<file path="config.mk">
export PLATFORM = sky130hd
export DESIGN_NAME = approx_lsb_adder
export DESIGN_NICKNAME = d
export VERILOG_FILES = /design/src/rtl/apx_pkg.sv /design/src/rtl/apx_lower.sv /design/src/rtl/apx_upper.sv /design/src/rtl/approx_lsb_adder.sv
export SDC_FILE = /design/constraint.sdc
export NUM_CORES = 1
export LEC_CHECK = 0
export ABC_AREA = 1
export CAP_MARGIN = 20
export CORE_AREA = 2 2 63 65
export DETAILED_ROUTE_END_ITERATION = 10
export DIE_AREA = 0 0 65 67
export DONT_BUFFER_PORTS = 1
export SETUP_SLACK_MARGIN = 0.02
export SLEW_MARGIN = 20
export SYNTH_ARGS = -nofsm -noshare
export SYNTH_HDL_FRONTEND = slang
export SYNTH_SLANG_ARGS = --single-unit
</file>
<file path="constraint.sdc">
create_clock -name vclk -period 24.5
set_input_delay 4.9 -clock vclk [all_inputs]
set_output_delay 4.9 -clock vclk [all_outputs]
set_load 0.01 [all_outputs]
</file>
<file path="src/rtl/apx_pkg.sv">
package apx_pkg;
   typedef enum logic [2:0] {
      APX_EXACT  = 3'd0,
      APX_TRUNC  = 3'd1,
      APX_COPY   = 3'd2,
      APX_SHCOPY = 3'd3,
      APX_OR     = 3'd4,
      APX_ORHA   = 3'd5,
      APX_SAT    = 3'd6,
      APX_RSVD   = 3'd7
   } apx_mode_e;

   localparam int ARCH_RIPPLE   = 0;
   localparam int ARCH_OPERATOR = 1;
endpackage

</file>
<file path="src/rtl/apx_lower.sv">
// Lower approximate slice: forms the low bits and the carry handed upward.
module apx_lower
   import apx_pkg::*;
#(
   parameter int K = 4
) (
   input  logic [K-1:0] a_lo,
   input  logic [K-1:0] b_lo,
   input  apx_mode_e    mode,
   output logic [K-1:0] lo_sum,
   output logic         lo_carry
);
   logic [K:0]   exact_lo;
   logic [K-1:0] or_bits;
   logic [K-1:0] xor_bits;
   logic [K-1:0] both_bits;
   logic [K-1:0] sat_fill;
   logic [K-1:0] sh_bits;
   logic [K-1:0] orha_bits;

   assign exact_lo  = {1'b0, a_lo} + {1'b0, b_lo};
   assign or_bits   = a_lo | b_lo;
   assign xor_bits  = a_lo ^ b_lo;
   assign both_bits = a_lo & b_lo;
   assign sh_bits   = {a_lo[K-2:0], 1'b1};
   assign orha_bits = {xor_bits[K-1], or_bits[K-2:0]};

   // Saturating fill: a bit is forced high once any position at or above
   // it has both operand bits set.
   assign sat_fill[K-1] = both_bits[K-1];
   for (genvar j = K - 2; j >= 0; j--) begin : g_fill
      assign sat_fill[j] = sat_fill[j+1] | both_bits[j];
   end

   always_comb begin
      lo_sum   = exact_lo[K-1:0];
      lo_carry = exact_lo[K];
      unique case (mode)
         APX_TRUNC: begin
            lo_sum   = '0;
            lo_carry = 1'b0;
         end
         APX_COPY: begin
            lo_sum   = a_lo;
            lo_carry = 1'b0;
         end
         APX_SHCOPY: begin
            lo_sum   = sh_bits;
            lo_carry = 1'b0;
         end
         APX_OR: begin
            lo_sum   = or_bits;
            lo_carry = both_bits[K-1];
         end
         APX_ORHA: begin
            lo_sum   = orha_bits;
            lo_carry = both_bits[K-1];
         end
         APX_SAT: begin
            lo_sum   = xor_bits | sat_fill;
            lo_carry = 1'b0;
         end
         default: begin
            lo_sum   = exact_lo[K-1:0];
            lo_carry = exact_lo[K];
         end
      endcase
   end
endmodule

</file>
<file path="src/rtl/apx_upper.sv">
// Exact upper adder; ARCH picks an explicit ripple chain or the operator.
module apx_upper
   import apx_pkg::*;
#(
   parameter int N    = 28,
   parameter int ARCH = ARCH_RIPPLE
) (
   input  logic [N-1:0] a_hi,
   input  logic [N-1:0] b_hi,
   input  logic         cin,
   output logic [N-1:0] sum_hi,
   output logic         cout
);
   if (ARCH == ARCH_RIPPLE) begin : g_ripple
      logic [N:0] c;
      assign c[0] = cin;
      for (genvar i = 0; i < N; i++) begin : g_bit
         assign sum_hi[i] = a_hi[i] ^ b_hi[i] ^ c[i];
         assign c[i+1]    = (a_hi[i] & b_hi[i]) | (c[i] & (a_hi[i] ^ b_hi[i]));
      end
      assign cout = c[N];
   end else begin : g_operator
      logic [N:0] full;
      assign full   = {1'b0, a_hi} + {1'b0, b_hi} + {{N{1'b0}}, cin};
      assign sum_hi = full[N-1:0];
      assign cout   = full[N];
   end
endmodule

</file>
<file path="src/rtl/approx_lsb_adder.sv">
module approx_lsb_adder
   import apx_pkg::*;
#(
   parameter int WIDTH       = 32,
   parameter int APPROX_BITS = 4,
   parameter int UPPER_ARCH  = ARCH_RIPPLE
) (
   input  logic [WIDTH-1:0] a,
   input  logic [WIDTH-1:0] b,
   input  logic [2:0]       mode,
   output logic [WIDTH-1:0] sum,
   output logic             cout
);
   localparam int UPPER_BITS = WIDTH - APPROX_BITS;

   // parameter range
   if (APPROX_BITS < 2 || APPROX_BITS >= WIDTH) begin : g_bad_split
      $error("approx_lsb_adder: APPROX_BITS must be in [2, WIDTH-1]");
   end
   if (UPPER_ARCH != ARCH_RIPPLE && UPPER_ARCH != ARCH_OPERATOR) begin : g_bad_arch
      $error("approx_lsb_adder: unknown UPPER_ARCH");
   end

   apx_mode_e mode_e;
   logic      lo_carry;

   assign mode_e = apx_mode_e'(mode);

   apx_lower #(.K(APPROX_BITS)) i_lower (
      .a_lo     (a[APPROX_BITS-1:0]),
      .b_lo     (b[APPROX_BITS-1:0]),
      .mode     (mode_e),
      .lo_sum   (sum[APPROX_BITS-1:0]),
      .lo_carry (lo_carry)
   );

   apx_upper #(.N(UPPER_BITS), .ARCH(UPPER_ARCH)) i_upper (
      .a_hi   (a[WIDTH-1:APPROX_BITS]),
      .b_hi   (b[WIDTH-1:APPROX_BITS]),
      .cin    (lo_carry),
      .sum_hi (sum[WIDTH-1:APPROX_BITS]),
      .cout   (cout)
   );
endmodule

</file>
* After elaboration in Yosys (flattened, before gate mapping)
Cells that the tools add are included.
** Operators by class
- Bitwise operators :: 147
- Reduce and logical (&&, ||, !) cells :: 2
- Equality and inequality tests :: 6
- Multiplexer cells :: 2
- Add/subtract/negate cells :: 1
** Operators by type and width (number)
- bitwise AND 1 bit :: 56
- XOR 1 bit :: 56
- OR 1 bit :: 31
- case mux 4 bit (6 select lines) :: 1
- == test 3 bit (second input constant) :: 3
- OR 4 bit :: 2
- == test 3 x 2 -> 1 bit (second input constant) :: 2
- adder 4 x 4 -> 5 bit :: 1
- bitwise AND 4 bit :: 1
- OR reduction 4 bit :: 1
- XOR 4 bit :: 1
- == test 3 x 1 -> 1 bit (second input constant) :: 1
- case mux 1 bit (2 select lines) :: 1
- OR reduction 2 bit :: 1
** Storage, ports and cells
- Word-level logic and storage cells :: 158
- Output and inout bits :: 33
- Flip-flop bits (word level) :: 0
- Input port bits :: 67

* Logic depth before layout (Yosys ltp)
- Depth after elaboration :: 59
- Mapped depth :: 38

* Hierarchy
A second synthesis with hierarchy kept.
** Unflattened totals
- Cell total of the unflattened synthesis :: 120
- Area, all modules :: 1061.0 um^2
** By module, submodules not included
- apx_upper :: area an instance 598.1 um^2, cells each 38, times used 1
- apx_lower :: area an instance 462.9 um^2, cells each 82, times used 1

* Least setup slack after synthesis
Ideal clock, no wire load.
- Path kind :: in2out
- Start point :: input port a[0]
- End point :: output port sum[31]
- Data arrival time :: 16.006 ns
- Setup slack :: 3.594 ns
- Required time :: 19.600 ns
- Cell stages on the path :: 38
- Cells stage by stage :: ha_1 > inv_1 > fa_1 > o21ai_0 > o211ai_1 > fa_1 > inv_1 > fa_1 > fa_1 > fa_1 > fa_1 > fa_1 > fa_1 > fa_1 > fa_1 > fa_1 > fa_1 > fa_1 > (+2 left out) > fa_1 > fa_1 > inv_1 > fa_1 > inv_1 > fa_1 > fa_1 > fa_1 > fa_1 > fa_1 > fa_1 > fa_1 > fa_1 > fa_1 > fa_1 > inv_1 > fa_1 > inv_1
** On the way
- Longest elaborated chain between the ends :: 57
** RTL lines
- from (decl) :: RTL line approx_lsb_adder.sv:8 : input logic [WIDTH-1:0] a,
- adder 4 x 4 -> 5 bit :: RTL line apx_lower.sv:21 : assign exact_lo = {1'b0, a_lo} + {1'b0, b_lo};
- case mux 1 bit (2 select lines) :: RTL line apx_lower.sv:38 : unique case (mode)
- bitwise AND 1 bit :: RTL line apx_upper.sv:19 : assign c[i+1] = (a_hi[i] & b_hi[i]) | (c[i] & (a_hi[i] ^ b_hi[i]));
- OR 1 bit :: RTL line apx_upper.sv:19
- bitwise AND 1 bit :: RTL line apx_upper.sv:19
- OR 1 bit :: RTL line apx_upper.sv:19
- bitwise AND 1 bit :: RTL line apx_upper.sv:19
- OR 1 bit :: RTL line apx_upper.sv:19
- (+41 left out)
- OR 1 bit :: RTL line apx_upper.sv:19
- bitwise AND 1 bit :: RTL line apx_upper.sv:19
- OR 1 bit :: RTL line apx_upper.sv:19
- bitwise AND 1 bit :: RTL line apx_upper.sv:19
- OR 1 bit :: RTL line apx_upper.sv:19
- bitwise AND 1 bit :: RTL line apx_upper.sv:19
- OR 1 bit :: RTL line apx_upper.sv:19
- XOR 1 bit :: RTL line apx_upper.sv:18 : assign sum_hi[i] = a_hi[i] ^ b_hi[i] ^ c[i];
- to (decl) :: RTL line approx_lsb_adder.sv:11 : output logic [WIDTH-1:0] sum,
No other way between the ends.

* Final worst setup path
Ends and elaborated chain as after synthesis.

==> metrics.cfg <==
[pwr]
power.share.clock_pct = 0
irDropWorstVdd_v = 0.00000829
intPower_uw = 11.6
power.sequential.fraction_pct = 0
netSwitchingFraction_pct = 59.5
cellPowerDensity_mw_per_mm2 = 25.5
total_switching_power_uw = 17.0
combinational_fraction_of_design_power_pct = 100.0
p_leak_nw = 0.556

[critical_path]
cpMostUsedCell = fa_1
path_class = input port to output port
critPathLaunchType = input port
crit_path_end_kind = output port
crit_path_top_delay_cell = fa_1
critPathMaxStageDelay_ps = 410
crit_arrival_ps = 16440
required_ps = 19600
worstPathMaxFanout = 3

[drt]
detailedRoute.firstIterationViolations = 73
drt-wirelength-per-cell_microns = 14.1
firstDrtPassIters = 6
wirelength_microns = 2430
avgViaCountPerCell = 4.80
num_vias = 826
drc = 0
final_antenna_net_count = 0

[timing]
worst_hold_slack_ps = 9990
drv_slew = 0
worst_slew_pin_slew_ps = 266
setup-tns-final_ps = 0
setup_violations = 0
setup_slack_ps = 3160
final_period_minus_worst_setup_slack_ps = 21340
max-slew-margin-rel_pct = 82.2
achievable-frequency_mhz = 46.9
timing.final.crit_share_pct = 87.1
rsz0062_at_grt = no
hold_violation_total_from_the_final_report = 0

[hold_path]
hold_start = b[14]
timing.hold.worst.class = input port to output port
holdPathEnd = sum[14]
min_path_cells = 1

[placement]
hpwlAfterDp_microns = 2280
buffer_ports.inserted = 0
pre_cts_slack_ps = 3110
routabilityCongestion = 0.908

[final_layout]
n_sequential_cell = 0
clockBufferCount = 0
most-common-layout-cells = inv_1, fa_1, nand2_1, nor2_1, nand3_1
post_route_cells_drive_above_1_share_pct = 7.26
syn_to_final_growth_pct = 5.67
finish.net_count = 230
ff_latch_area_sq_um = 0
final_util_pct = 31.1
insertedDiodeCount = 0

[synth]
yosysUniqueCellTypes = 17
post_synth_inst_count = 124
syn-cell-area_sq_mm = 0.00106
mappedNetlistNets = 228
postSynthAreaPerCell_sq_um = 8.55
ys.warnings.count = 0
synth_seq_area_share_pct = 0

[outcome]
status = finished clean

[clock_tree]
post_cts.resized_instances = 0
cts_post_setup_buffers_inserted = 0
cts-hold-fix-buffers = 0

[die]
initial_core_util_pct = 29.4
die_area_sq_mm = 0.00436
fp-row-count = 22
core_area_sq_mm = 0.00361
io_pins = 100
height_of_the_die_microns = 67
chipWidth_microns = 65

[flow_run]
maxCapViolCount = 0

[global_routing]
grt_overflow = 0
first_global_vias = 905
number_of_antenna_violations_at_the_first_check_in_global_routing = 0
first_pass_grt_wire_length_microns = 3930
global_route.usage.total_pct = 11.0
grt_max_degree = 7

synth_stat cells, types with 2 or more instances:
cell type / instances / area, sq um
fa_1: 29 / 581
nor2_2: 2 / 12.5
inv_1: 29 / 109
nand3_1: 10 / 50.1
nand3b_1: 2 / 15.0
ha_1: 8 / 100
nand4_1: 2 / 12.5
nor2_1: 12 / 45.0
nand2_1: 17 / 63.8
a21oi_1: 2 / 10.0
inv_2: 5 / 18.8
stage by stage:
| stage | cell area [sq um] | total power [mW] | instances |
|---|---|---|---|
| after floorplan | 1060 | 0.0244 | 124 |
| after global placement | 1120 | 0.0282 | 172 |
| after detailed placement | 1120 | 0.0286 | 172 |
| after CTS | 1120 | 0.0290 | 172 |
| after global routing | 1120 | 0.0320 | 172 |
| final | 1120 | 0.0285 | 172 |
power groups by stage:
stage | Clock, mW | Sequential, mW | Combinational (mW)
2_1_floorplan | 0 | 0 | 0.0244
3_3_place_gp | 0 | 0 | 0.0282
3_5_place_dp | 0 | 0 | 0.0286
4_1_cts | 0 | 0 | 0.0290
5_1_grt | 0 | 0 | 0.0320
6_report | 0 | 0 | 0.0285
final cells by class:
cell class	instances	area [sq um]
inverters	34	128
well taps	48	60.1
fillers	380	2490
multi-input cells	90	932
worst max path at each step:
stage | from | end | slack, ps
after floorplan | a[0] | sum[31] | 3590
after global placement | a[0] | sum[31] | 3290
after detailed placement | a[0] | sum[31] | 3110
after CTS | a[0] | sum[31] | 3120
after global routing | a[0] | sum[31] | 2640
final | a[0] | sum[31] | 3160
worst max-delay path, delay by kind of cell:
| kind | cells | cell delay (ps) |
|---|---|---|
| AO/OA/AOI/OAI | 2 | 250 |
| adder cells (fa/ha/maj) | 30 | 10870 |
| buffers and inverters | 6 | 430 |
kinds of logic (layout without fill, tap and decap cells):
| group | count (synthesis) | count (layout) | synth area share, % |
|---|---|---|---|
| AO/OA/AOI/OAI | 5 | 5 | 2.60 |
| adder cells (fa/ha/maj) | 37 | 37 | 64.2 |
| XOR/XNOR | 1 | 1 | 0.827 |
| buffers and inverters | 34 | 34 | 12.0 |
| AND/OR/NAND/NOR | 47 | 47 | 20.3 |
per-layer routing:
metal	wire [microns]	vias up	share of wire, %	GRT usage (%)
li1	-	368	-	-
met1	770	388	32	11.9
met2	1340	68	55	23.2
met3	304	2	13	1.35
met4	17	0	0.70	0.798
met5	0	-	0	0
No activity file was read; power rests on OpenSTA's default activity.
